[config.mk]
export PLATFORM = sky130hd
export DESIGN_NAME = line_lock_qual
export DESIGN_NICKNAME = d
export VERILOG_FILES = /design/src/rtl/line_lock_qual.sv
export SDC_FILE = /design/constraint.sdc
export NUM_CORES = 1
export LEC_CHECK = 0
export ABC_AREA = 1
export CAP_MARGIN = 20
export CORE_ASPECT_RATIO = 0.6
export CORE_MARGIN = 4
export CORE_UTILIZATION = 28
export DETAILED_ROUTE_END_ITERATION = 10
export GPL_ROUTABILITY_DRIVEN = 0
export PLACE_DENSITY = 0.47
export SLEW_MARGIN = 10
export SYNTH_ARGS = -nofsm -noshare
export SYNTH_HDL_FRONTEND = slang
export SYNTH_SLANG_ARGS = --single-unit
[constraint.sdc]
create_clock -name clk -period 3.2 [get_ports clk]
set_clock_uncertainty 0.1 [all_clocks]
set_input_delay 0.64 -clock clk [delete_from_list [all_inputs] [get_ports clk]]
set_output_delay 0.64 -clock clk [all_outputs]
set_load 0.02 [all_outputs]
[src/rtl/line_lock_qual.sv]
module line_lock_qual #(
  parameter int ERR_W = 12,
  parameter int TOL_W = 8,
  parameter int CNT_W = 8,
  parameter logic [TOL_W-1:0] TOL_RST = 8'h20,
  parameter logic [CNT_W-1:0] LINES_RST = 8'h30
) (
  input  logic             clk,
  input  logic             rst_n,
  input  logic             cfg_wr,
  input  logic [TOL_W-1:0] cfg_tol,
  input  logic [CNT_W-1:0] cfg_lines,
  input  logic             err_valid,
  input  logic [ERR_W-1:0] err_phase,
  output logic             locked,
  output logic             tc_sel
);
  localparam int CW = CNT_W + 1;
  localparam logic [CW-1:0] CMAX = '1;

  logic [TOL_W-1:0] tol_q;
  logic [CNT_W-1:0] lines_q;
  logic [CW-1:0]    cnt_q;
  logic [ERR_W-1:0] mag;
  logic [CW-1:0]    cnt_inc;
  logic             good, lock_nxt;

  assign mag      = err_phase[ERR_W-1] ? (~err_phase + 1'b1) : err_phase;
  assign good     = mag < ERR_W'(tol_q);
  assign cnt_inc  = (cnt_q == CMAX) ? CMAX : cnt_q + 1'b1;
  assign lock_nxt = good && (cnt_inc > CW'(lines_q));

  always_ff @(posedge clk or negedge rst_n) begin
    if (!rst_n) begin
      tol_q   <= TOL_RST;
      lines_q <= LINES_RST;
    end else if (cfg_wr) begin
      tol_q   <= cfg_tol;
      lines_q <= cfg_lines;
    end
  end

  always_ff @(posedge clk or negedge rst_n) begin
    if (!rst_n) begin
      cnt_q  <= '0;
      locked <= 1'b0;
      tc_sel <= 1'b0;
    end else if (err_valid) begin
      cnt_q  <= good ? cnt_inc : '0;
      locked <= lock_nxt;
      tc_sel <= lock_nxt;
    end
  end
endmodule

======== After elaboration in Yosys (flattened, before gate mapping) ========
Cells that the tools add are included.
word-level totals
  register bits ........................... 26
operators by class
  magnitude comparators ................... 2
  add/subtract/negate cells ............... 2
  eq/ne operators ......................... 1
  bitwise gates (word level) .............. 1
  mux-type cells .......................... 3
  reduce and logical (&&, ||, !) cells .... 1
operators by type and width
  kind                     count
  $mux W9                  2
  $add A12 B1 Y12 const B  1
  $lt A12 B8 Y1            1
  $mux W12                 1
  $not A12 Y12             1
  $add A9 B1 Y9 const B    1
  $eq A9 B9 Y1 const B     1
  $gt A9 B8 Y1             1
  $logic_and A1 B1 Y1      1

======== Longest topological paths before layout ========
  word-level depth ........................ 5
  mapped depth ............................ 16
  gate-level depth less buffers ........... 16

======== Worst setup path before layout ========
Ideal clock, no wire load.
  kind .................................... input to register
  start ................................... input port err_phase[1]
  end ..................................... register cnt_q[0]
  path buffers ............................ 0
  arrival time ............................ 2.212 ns
  stages .................................. 13
  setup slack ............................. 0.822 ns
  setup time .............................. 0.066 ns
  cells stage by stage .................... nor2_1 -> nand3_1 -> o31ai_1 -> xnor2_1 -> ha_1 -> nand2_1 -> inv_1 -> and3_1 -> nor2_1 -> nand3_2 -> nor2_4 -> nand2_1 -> nand2_1
between the ends
  longest elaborated chain between the ends .. 5
RTL lines
  item                  line  source
  from (decl)           14    input logic [ERR_W-1:0] err_phase,
  $not A12 Y12          28    assign mag = err_phase[ERR_W-1] ? (~err_phase + 1'b1) : err_phase;
  $add A12 B1 Y12       28
  $mux W12 (*)          28
  $lt A12 B8 Y1 (*)     29    assign good = mag < ERR_W'(tol_q);
  $mux W9 (*)           49    cnt_q <= good ? cnt_inc : '0;
  to (signal assigned)  49
  to (decl)             23    logic [CW-1:0] cnt_q;
Every way passes the cells marked *; elsewhere a longest branch is shown, timed or not.
A chain may end at the register's enable or synchronous reset.

======== Final worst setup path ========
  start ................................... input port err_phase[1]
  end ..................................... register cnt_q[6]
Same word-level chain as after synthesis.

==> reports/results.ini <==
[sta]
maxSlewHeadroom_pct=68.1
period_minus_slack_ps=2810
finalSetupViolCount=0
drv_slew=0
fin_crit_sh_pct=87.7
holdWs_ps=404
tns_ps=0
tightest_slew_ps=476
clock.fmax_mhz=356
setup_slack_ps=393
rsz0062_at_grt=no
final-hold-violation-count=0

[global_route]
antenna_found_initial=0
grt_pass1_wl_mm=7.69
overflow=0
grt_max_degree=27
grt_util_all_layers_pct=12.0
grt_pass1_vias=1535

[synth]
ys_ff_latch=26
ys_types=28
syn_avg_cell_area_um2=7.43
synth_top_area_share_pct=31.6
yosysTopAreaCell=dfrtp_1
postSynthCellCount=245
synth_area_um2=1820
ys_warn_count=0
yosysSeqAreaShare_pct=36.0
synth_nets=294
yosys-top-cells-area=dfrtp_1, nand2_1, ha_1

[drt]
dr.first_iter.drc_count=50
dr.pass1.iters=4
post-route-drc-count=0
drt-total-wl_mm=4.44
ant_nets=0
wire_per_inst_um=12.2
vias=1565
via_per_inst=4.31

[critical_path]
end_kind=flop
critPathLaunchType=input pin
cp.arrival_ps=2920
cp_max_fo=10
critical_path_required_ps=3320
crit_type=input pin to flop

[floorplan]
initial_core_util_pct=29.4
die_area_um2=7890
core_um2=6190
rows=22
dieHeight_um=70.4
boundaryPins=34
die_w_um=112

[final_layout]
fillers=670
multi_input_area_um2=1010
fin_nets=329
drive_gt1_share_pct=7.53
area_delta_synth_final_pct=26.3
antenna_cells=0
ff_latch_area_um2=654

[pwr]
total_leakage_power_nw=1.14
vdd_drop_max_uv=172
power_density_nw_per_um2=333
power.total_mw=0.766

[clock_tree]
numCtsBuffers=3
post_cts_buffers=0
htree_levels=1
cts_resized=0
cts_root_buffer=clkbuf_8
cts_buffer_depth=2
clkTransAtPathRegs_ps=90
clock_sinks=26
cts_tree=done
cts_hold_buffers=0
clock_latency_ps=280

[run_status]
outcome=complete, no violations

[placed_design]
detailed_place_hpwl_mm=3.53
io_buffers=33
dp_slack_ps=86.3

[flow_run]
cap_violations=0

[hold_path]
min_path_type=flop to flop

[through the flow]
stage,utilization [%],instance area [um2],cells
4_1_cts,37.1,2300,363
5_1_grt,37.1,2300,363
3_5_place_dp,36.2,2240,359
6_report,37.1,2300,363
3_3_place_gp,36.2,2240,359
2_1_floorplan,-,1820,245
[cell usage after synthesis]
library cell / count
nand3_2: 2
inv_2: 1
o21ai_2: 1
a21o_1: 1
nand3b_1: 1
buf_4: 2
inv_1: 29
nand3_1: 9
dfrtp_1: 23
and3_1: 1
nand2_1: 83
a21boi_0: 1
clkbuf_1: 4
buf_6: 1
o21ai_0: 18
o31ai_1: 1
xor2_1: 3
nor2_1: 14
ha_1: 17
mux2_2: 2
a21oi_1: 13
o21bai_1: 1
nand4_1: 2
xnor2_1: 7
clkinv_1: 1
dfstp_2: 3
nor2_2: 2
nor2_4: 2
[final cells by class]
cell class / instances / area share [%]
Inverter: 31 / 5.06
Timing Repair Buffer: 37 / 15.7
Multi-Input combinational cell: 181 / 43.8
Clock buffer: 4 / 2.40
Tap cell: 84 / 4.57
Sequential cell: 26 / 28.5
[logic make-up (layout without fill, tap and decap cells)]
logic type	after synthesis	count (layout)	synth area share [%]
simple gates	116	116	27.0
buf+inv	38	72	8.66
compound gates	36	36	10.7
flops	26	26	36.0
fa+ha+maj	17	17	11.7
xor+xnor	10	10	4.81
mux	2	2	1.24
[where the power goes]
group	switching, mW	internal, mW	leakage (nW)
clock network	0.111	0.110	0.0288
registers	0.00791	0.351	0.328
logic	0.0976	0.0878	0.782
[cells in the final DEF (no fill, tap or decap)]
| cell | n |
|---|---|
| nand2_1 | 83 |
| a21boi_0 | 1 |
| a21o_1 | 1 |
| xor2_1 | 3 |
| xnor2_1 | 7 |
| buf_4 | 4 |
| dfstp_2 | 3 |
| inv_1 | 29 |
| mux2_2 | 2 |
| nand3_2 | 2 |
| o21bai_1 | 1 |
| dfrtp_1 | 23 |
| o31ai_1 | 1 |
| nand4_1 | 2 |
| nor2_2 | 2 |
| and3_1 | 1 |
| clkinv_1 | 1 |
| inv_2 | 1 |
| a21oi_1 | 13 |
| clkbuf_8 | 4 |
| nand3_1 | 9 |
| o21ai_0 | 18 |
| clkdlybuf4s50_1 | 33 |
| nor2_4 | 2 |
| o21ai_2 | 1 |
| ha_1 | 17 |
| nand3b_1 | 1 |
| nor2_1 | 14 |
[layer usage]
layer,share of wire [%],track usage [%],vias up
met1,58,19.5,692
li1,-,-,842
met5,0,0,-
met2,36,15.8,29
met3,4.6,2.94,2
met4,0.70,2.00,0
[sequential cells by signal, indices dropped and copies added (netlist names)]
name,flops
lines_q,8
locked,1
tol_q,8
cnt_q,9
[critical path, stage by stage]
cell and delay, ps:
clkdlybuf4s50_1 420, nor2_1 150, nand3_1 130, o31ai_1 280
xnor2_1 160, ha_1 260, nand2_1 70, inv_1 50
and3_1 140, nor2_1 120, nand3_2 100, nor2_4 230
nand2_1 90, nand2_1 60
[path summary, 6_finish.rpt]
check,to,depth (start not counted),slack (ps),startpoint
setup / recovery,cnt_q[6],14,390,err_phase[1]
hold / removal,lines_q[4],2,400,lines_q[4]
setup reg to reg,locked,13,750,cnt_q[0]
hold reg to reg,lines_q[4],2,400,lines_q[4]
max in group asynchronous,lines_q[4],2,2060,rst_n
min in group asynchronous,lines_q[7],2,630,rst_n
No activity file was read; power rests on OpenSTA's default activity.
